## src/rtl/nxpc_pkg.sv

```systemverilog
package nxpc_pkg;

  localparam logic [6:0] OPC_BRANCH = 7'b1100011;
  localparam logic [6:0] OPC_JAL    = 7'b1101111;
  localparam logic [6:0] OPC_JALR   = 7'b1100111;

  // Control-flow class of the current instruction
  typedef enum logic [1:0] {
    FLOW_SEQ  = 2'd0,
    FLOW_BR   = 2'd1,
    FLOW_JMP  = 2'd2,
    FLOW_JREG = 2'd3
  } flow_e;

  // Comparison selected by funct3[2:1]
  typedef enum logic [1:0] {
    CMP_EQ  = 2'b00,
    CMP_RSV = 2'b01,
    CMP_LTS = 2'b10,
    CMP_LTU = 2'b11
  } cmp_e;

endpackage

```

## src/rtl/nxpc_imm_decode.sv

```systemverilog
module nxpc_imm_decode #(
  parameter int XLEN = 64
) (
  input  logic [31:7]     ifield,
  output logic [XLEN-1:0] b_off,
  output logic [XLEN-1:0] j_off,
  output logic [XLEN-1:0] i_off
);
  localparam int BW = 13;
  localparam int JW = 21;
  localparam int IW = 12;

  logic [BW-1:0] b_raw;
  logic [JW-1:0] j_raw;
  logic [IW-1:0] i_raw;

  always_comb begin
    b_raw = {ifield[31], ifield[7], ifield[30:25], ifield[11:8], 1'b0};
    j_raw = {ifield[31], ifield[19:12], ifield[20], ifield[30:21], 1'b0};
    i_raw = ifield[31:20];
    b_off = {{(XLEN-BW){b_raw[BW-1]}}, b_raw};
    j_off = {{(XLEN-JW){j_raw[JW-1]}}, j_raw};
    i_off = {{(XLEN-IW){i_raw[IW-1]}}, i_raw};
  end
endmodule

```

## src/rtl/nxpc_cond_eval.sv

```systemverilog
module nxpc_cond_eval
  import nxpc_pkg::*;
#(
  parameter int XLEN = 64
) (
  input  logic [XLEN-1:0] a,
  input  logic [XLEN-1:0] b,
  input  logic [2:0]      f3,
  output logic            take
);
  logic  eq, lt_s, lt_u, base;
  cmp_e  sel;

  always_comb begin
    eq   = (a == b);
    lt_s = ($signed(a) < $signed(b));
    lt_u = (a < b);
    sel  = cmp_e'(f3[2:1]);
    base = 1'b0;
    case (sel)
      CMP_EQ:  base = eq;
      CMP_LTS: base = lt_s;
      CMP_LTU: base = lt_u;
      default: base = 1'b0;
    endcase
    // funct3[0] inverts the test; reserved codes never branch
    take = (sel == CMP_RSV) ? 1'b0 : (base ^ f3[0]);
  end
endmodule

```

## src/rtl/nxpc_target_sel.sv

```systemverilog
module nxpc_target_sel
  import nxpc_pkg::*;
#(
  parameter int XLEN         = 64,
  parameter bit SHARED_ADDER = 1'b1
) (
  input  flow_e           flow,
  input  logic            take,
  input  logic [XLEN-1:0] pc,
  input  logic [XLEN-1:0] base_reg,
  input  logic [XLEN-1:0] b_off,
  input  logic [XLEN-1:0] j_off,
  input  logic [XLEN-1:0] i_off,
  output logic [XLEN-1:0] npc
);
  localparam logic [XLEN-1:0] STEP = XLEN'(4);

  generate
    if (SHARED_ADDER) begin : g_shared
      logic [XLEN-1:0] base, off, sum;
      always_comb begin
        base = (flow == FLOW_JREG) ? base_reg : pc;
        case (flow)
          FLOW_BR:   off = take ? b_off : STEP;
          FLOW_JMP:  off = j_off;
          FLOW_JREG: off = i_off;
          default:   off = STEP;
        endcase
        sum = base + off;
        npc = (flow == FLOW_JREG) ? {sum[XLEN-1:1], 1'b0} : sum;
      end
    end else begin : g_parallel
      logic [XLEN-1:0] seq_t, br_t, jmp_t, jr_sum;
      always_comb begin
        seq_t  = pc + STEP;
        br_t   = pc + b_off;
        jmp_t  = pc + j_off;
        jr_sum = base_reg + i_off;
        case (flow)
          FLOW_BR:   npc = take ? br_t : seq_t;
          FLOW_JMP:  npc = jmp_t;
          FLOW_JREG: npc = {jr_sum[XLEN-1:1], 1'b0};
          default:   npc = seq_t;
        endcase
      end
    end
  endgenerate
endmodule

```

## src/rtl/nxpc_unit.sv

```systemverilog
module nxpc_unit
  import nxpc_pkg::*;
#(
  parameter int XLEN         = 64,
  parameter bit SHARED_ADDER = 1'b1
) (
  input  logic            clk,
  input  logic            rst,
  input  logic [31:0]     inst,
  input  logic [XLEN-1:0] pc,
  input  logic [XLEN-1:0] op_a,
  input  logic [XLEN-1:0] op_b,
  output logic [XLEN-1:0] next_pc,
  output logic            link_we,
  output logic [XLEN-1:0] link_val
);
  localparam logic [XLEN-1:0] STEP = XLEN'(4);

  logic [6:0]      opcode;
  logic [2:0]      f3;
  logic [4:0]      rd;
  flow_e           flow;
  logic            take;
  logic            link_d;
  logic [XLEN-1:0] b_off, j_off, i_off, npc_d;

  assign opcode = inst[6:0];
  assign f3     = inst[14:12];
  assign rd     = inst[11:7];

  always_comb begin
    case (opcode)
      OPC_BRANCH: flow = FLOW_BR;
      OPC_JAL:    flow = FLOW_JMP;
      OPC_JALR:   flow = (f3 == 3'b000) ? FLOW_JREG : FLOW_SEQ;
      default:    flow = FLOW_SEQ;
    endcase
    link_d = ((flow == FLOW_JMP) || (flow == FLOW_JREG)) && (rd != 5'd0);
  end

  nxpc_imm_decode #(.XLEN(XLEN)) u_imm (
    .ifield (inst[31:7]),
    .b_off  (b_off),
    .j_off  (j_off),
    .i_off  (i_off)
  );

  nxpc_cond_eval #(.XLEN(XLEN)) u_cond (
    .a    (op_a),
    .b    (op_b),
    .f3   (f3),
    .take (take)
  );

  nxpc_target_sel #(.XLEN(XLEN), .SHARED_ADDER(SHARED_ADDER)) u_tgt (
    .flow     (flow),
    .take     (take),
    .pc       (pc),
    .base_reg (op_a),
    .b_off    (b_off),
    .j_off    (j_off),
    .i_off    (i_off),
    .npc      (npc_d)
  );

  always_ff @(posedge clk) begin
    if (rst) begin
      next_pc  <= '0;
      link_we  <= 1'b0;
      link_val <= '0;
    end else begin
      next_pc  <= npc_d;
      link_we  <= link_d;
      link_val <= pc + STEP;
    end
  end

  // first cycle out of reset shows the cleared registers
  a_r1_reset_clear: assert property (@(posedge clk) disable iff (rst)
    $past(rst) |-> (next_pc == '0 && !link_we && link_val == '0));

  // a written link is always the return address of the prior instruction
  a_r7_link_value: assert property (@(posedge clk) disable iff (rst)
    (!$past(rst) && link_we) |-> (link_val == $past(pc) + STEP));

  // register-jump targets are even
  a_r8_jalr_even: assert property (@(posedge clk) disable iff (rst)
    (!$past(rst) && $past(opcode) == OPC_JALR && $past(f3) == 3'b000)
      |-> (next_pc[0] == 1'b0));

  // rd of x0 never writes a link
  a_r9_x0_no_link: assert property (@(posedge clk) disable iff (rst)
    (!$past(rst) && $past(rd) == 5'd0) |-> !link_we);

  // a branch lands on one of its two possible targets and never links
  a_r6_branch_two_way: assert property (@(posedge clk) disable iff (rst)
    (!$past(rst) && $past(opcode) == OPC_BRANCH)
      |-> (!link_we && (next_pc == $past(pc) + STEP ||
                        next_pc == $past(pc) + $past(b_off))));

  // non-control instructions fall through
  a_r10_fallthrough: assert property (@(posedge clk) disable iff (rst)
    (!$past(rst) && $past(opcode) != OPC_BRANCH && $past(opcode) != OPC_JAL &&
     $past(opcode) != OPC_JALR) |-> (next_pc == $past(pc) + STEP && !link_we));

endmodule

```

## config.mk

```make
export PLATFORM = sky130hd
export DESIGN_NAME = nxpc_unit
export DESIGN_NICKNAME = d
export VERILOG_FILES = /design/src/rtl/nxpc_pkg.sv /design/src/rtl/nxpc_imm_decode.sv /design/src/rtl/nxpc_cond_eval.sv /design/src/rtl/nxpc_target_sel.sv /design/src/rtl/nxpc_unit.sv
export SDC_FILE = /design/constraint.sdc
export NUM_CORES = 1
export LEC_CHECK = 0
export CAP_MARGIN = 5
export CORE_ASPECT_RATIO = 0.8
export CORE_UTILIZATION = 32
export DETAILED_ROUTE_END_ITERATION = 16
export PLACE_DENSITY_LB_ADDON = 0.25
export SLEW_MARGIN = 10
export SYNTH_ARGS = -nofsm -noshare
export SYNTH_HDL_FRONTEND = slang
export SYNTH_SLANG_ARGS = --single-unit
```

## constraint.sdc

```tcl
create_clock -name clk -period 17.1 [get_ports clk]
set_input_delay 3.42 -clock clk [delete_from_list [all_inputs] [get_ports clk]]
set_output_delay 3.42 -clock clk [all_outputs]
set_load 0.05 [all_outputs]
```

Word-level counts from Yosys, hierarchy flattened
Index checks and enable logic that the tools add are counted.
Operators by class
  muxes and demuxes: 7
  eq/ne operators: 10
  reduce and logical (&&, ||, !) cells: 6
  add/sub/neg operators: 2
  magnitude comparators: 2
  bitwise operators: 1
Operators by type and width (count)
  $pmux 64 s3: 1
  $lt 64x64->1: 2
  $mux 64: 2
  $add 64x3->64 const B: 1
  $add 64x64->64: 1
  $eq 64x64->1: 1
  $eq 7x7->1 const B: 3
  $eq 2x2->1 const B: 4
  $pmux 2 s3: 1
  $reduce_bool 5->1: 1
  $eq 2x1->1 const B: 2
  $logic_not 3->1: 1
  $pmux 1 s3: 1
  $logic_not 2->1: 1
  $mux 2: 1
  $reduce_or 2->1: 1
  $logic_and 1x1->1: 1
  $logic_or 1x1->1: 1
  $mux 1: 1
  $xor 1x1->1: 1
Storage, ports and cells
  logic and storage cells: 32
  input bits: 226
  output and inout port bits: 129
  bits in registers: 129

Longest topological paths before layout
  depth in word-level cells: 7
  gate-level depth with buffers: 24
  gate-level depth less buffers: 23

Hierarchy
Synthesis repeated with hierarchy kept, for this count alone.
Second synthesis, totals
  cells, all modules: 1748
  area total of the unflattened synthesis: 13855.8 um^2
By module, submodules not included
  nxpc_target_sel: instances 1, area each 5935.7 um^2, cells each 820
  nxpc_unit: instances 1, area each 4733.3 um^2, cells each 501
  nxpc_cond_eval: instances 1, area each 1741.7 um^2, cells each 234
  nxpc_imm_decode: instances 1, area each 1445.1 um^2, cells each 193

Worst setup path after synthesis
No wires, ideal clock.
  path kind: input port to flip-flop
  start: in op_b[30]
  end: reg next_pc[62]
  path slack: 7.066 ns
  data arrival time: 9.912 ns
  data required time: 16.979 ns
  setup time: 0.121 ns
  stages on the path: 24
  buffers on the path: 1
  cells stage by stage: inv_1 > ha_1 > a21oi_1 > nand2_1 > a221oi_1 > o22ai_1 > or2_2 > o41ai_1 > a21oi_2 > xnor2_1 > a21oi_1 > nor2_1 > ha_1 > clkbuf_1 > a21o_1 > a21o_1 > a21oi_1 > o21ai_0 > a21oi_1 > o21ai_0 > or3b_2 > o221ai_2 > o31a_1 > mux2_4
Between the ends
  longest elaborated chain between the ends: 7
Ends and longest elaborated chain
  start, declared: line nxpc_unit.sv:12  | input logic [XLEN-1:0] op_b,
  $lt 64x64->1 (tied with other cells): line nxpc_cond_eval.sv:17  | lt_u = (a < b);
  $pmux 1 s3 *: line nxpc_cond_eval.sv:20  | case (sel)
  $xor 1x1->1 *: line nxpc_cond_eval.sv:27  | take = (sel == CMP_RSV) ? 1'b0 : (base ^ f3[0]);
  $mux 1 *: line nxpc_cond_eval.sv:27
  $mux 64 *: line nxpc_target_sel.sv:24  | FLOW_BR: off = take ? b_off : STEP;
  $pmux 64 s3 *: line nxpc_target_sel.sv:23  | case (flow)
  $add 64x64->64 *: line nxpc_target_sel.sv:29  | sum = base + off;
  end signal, assigned: line nxpc_unit.sv:72  | next_pc <= npc_d;
  end, declared: line nxpc_unit.sv:13  | output logic [XLEN-1:0] next_pc,
Every way passes the cells marked *; elsewhere a longest branch is shown, timed or not.
A chain may end at the register's enable or synchronous reset.

Worst setup path in the final report
  start: in op_b[63]
  end: reg next_pc[48]
The elaborated chain is that of the path after synthesis.

==> metrics.yaml <==
floorplanning:
  ios: 355
  fp.dieH_um: 167
  start_util_pct: 32.4
  rows: 60
  coreArea_mm2: 0.0336
  dieArea_mm2: 0.0348
  die_w_um: 208
sta:
  tns_ns: 0
  hold_viol_final: 0
  fin_crit_ns: 10.68
  setup_viol: 0
  fin_crit_sh_pct: 62.4
  maxSlewHeadroom_pct: 33.7
  fmaxAchievable_mhz: 93.7
  rsz0062_at_grt: "false"
  tightest_slew_ns: 0.994
  drv_slew: 0
yosys:
  synth_top_cell_by_area: "dfxtp_1"
  synth_seq_cells: 129
  async_flop_share_pct: 0
  synth.distinct_cells: 79
  netlist_instances: 1388
  synth-edff-count: 0
  syn_nets: 1743
  postSynthAreaPerCell_um2: 7.85
  synth_top_flop_cell: "dfxtp_1"
  synth_area_mm2: 0.0109
  yosys-top-cells-area: "dfxtp_1, ha_1, mux2_2, a21oi_1, nor2_1"
  seq_area_frac_synth_pct: 23.7
  yosysWarningCount: 0
  yosysTopAreaCellShare_pct: 23.7
clock_tree:
  cts_max_path_buffers: 2
  post-cts-setup-buffers: 0
  cts-root-buf: "clkbuf_16"
  clock_sinks: 129
  clk_pin_slew_ns: 0.07
  h-tree-depth: 4
  cts_resized: 0
  cts_buffers: 17
  cts_hold_buf: 0
  cts_tree: "yes"
drt:
  routed_wl_um: 44000
  drt_iter0_drc: 689
  routedWlPerCell_um: 20.3
  via_per_inst: 5.24
  dr.pass1.iters: 5
  via_count: 11300
  drc_errors: 0
  ant_nets: 0
worst_setup_path:
  crit_family: "simple AND/OR/NAND/NOR gates"
  worstPathCellList: "clkdlybuf4s50_1, inv_1, ha_1, nand4_1, nor4_1, nand4_1, a31oi_1, or2_2, o41ai_1, a21oi_2, xnor2_1, a21oi_1, nor2_4, buf_4, ha_1, a21oi_1, o21bai_1, a21oi_1, nand3b_1, nor3_1, nor2_1, a21o_1, a31oi_1, mux2_2"
  crit_buf_inv: 3
  worstPathMaxFanout: 43
  critPathCaptureType: "register"
  slowest_stage: "nor4_1"
  cp_slowest_stage_delay_ns: 0.81
  required_ns: 17.44
  worstSetupStartpointType: "input port"
  path_class: "in2reg"
  arrival_ns: 11.02
  path_common_cell: "a21oi_1"
final_layout:
  areaGrowthSynthToFinish_pct: 40.9
  final_common_cell: "clkdlybuf4s50_1"
  finalNetCount: 2069
  finalNonFillerCells: 2164
  drive_gt1_share_pct: 7.18
  final_cell_mix: "clkdlybuf4s50_1, nor2_1, dfxtp_1"
power_and_ir_drop:
  irDropWorstVdd_mv: 0.0628
  leakage_nw: 6.56
  power.density_mw_per_mm2: 64.8
placed_design:
  hpwlAfterDp_um: 36800
  gp_congestion: 0.945
  placed_cells: 2129
  portBuffers: 354
global_route:
  antenna_found_initial: 3
  grt_use_total_pct: 25.1
  grt_pass1_wl_um: 66000
  grt_pass1_vias: 11100
  grt_start_max_net_pins: 88
  overflow: 0
outcome:
  outcome: "finished clean"
run:
  cap_violations: 0
min_path:
  min_path_type: "in2reg"
## registers in the layout (all words and copies together), names as in the netlist
name      flops
link_val     64
next_pc      64
link_we       1
## path summary, 6_finish.rpt
kind	start	to	slack (ns)	cells past startpoint
worst max-delay path	op_b[63]	next_pc[48]	6.42	24
worst min-delay path	rst	next_pc[61]	3.43	2
## synth_stat cells (all sizes together) (3+ instances only)
cell	instances
nor2	159
dfxtp	129
ha	128
a21oi	123
nand2	109
inv	94
o21ai	73
mux2	61
a21o	55
xor2	51
nand3	46
xnor2	44
nand4	40
clkbuf	39
nor3	30
or3	19
nor2b	18
o21bai	17
and3	16
a31oi	12
buf	10
o21a	9
nor4	8
a211oi	7
or2	7
and2	6
nand2b	6
a2111oi	5
o211ai	5
o31a	5
o31ai	5
nor3b	4
a221oi	3
a22o	3
and4	3
nand3b	3
o2bb2ai	3
## per-stage QoR
stage	hold WS, ns	total power [mW]	util [%]	area [um^2]	setup slack, ns
after floorplan	3.49	0.484	-	10900	7.07
after global placement	3.89	0.615	43.9	14700	5.97
after detailed placement	3.89	0.615	43.9	14700	5.94
after CTS	3.42	1.00	45.7	15300	6.40
after global routing	3.44	1.04	45.7	15300	6.09
final	3.43	0.994	45.7	15300	6.42
## layer usage
metal  routed length (um)  vias to the layer above  global-route usage (%)
li1                     -                     5588                       -
met1                20600                     5326                    33.4
met2                20200                      371                    40.8
met3                 2290                       54                    4.92
met4                  949                        0                    7.73
met5                    0                        -                       0
## layout make-up
class                   count  area, um^2
clock inverters            15         179
multi-input cells        1112        7660
diodes                      3        7.51
clock buffers              17         425
repair buffers            360        3590
flip-flops and latches    129        2580
well taps                 434         543
inverters                  94         353
fillers                  3388       18200
## kinds of logic (layout without fill, tap and decap cells)
logic type	after synthesis	in the layout	share of synthesized area, %
AO/OA/AOI/OAI	341	341	20.0
XOR/XNOR	95	95	7.64
adder cells (fa/ha/maj)	129	129	14.9
buffers and inverters	147	486	6.01
flip-flops	129	129	23.7
multiplexers	63	63	6.53
other	0	3	0
AND/OR/NAND/NOR	484	484	21.2
## power by group
group	total (mW)	internal (mW)	leakage [nW]	switching [mW]
sequential	0.323	0.318	1.07	0.00532
clock	0.385	0.210	0.295	0.175
combinational	0.286	0.120	5.19	0.166
Power figures use the tool's default switching activity.
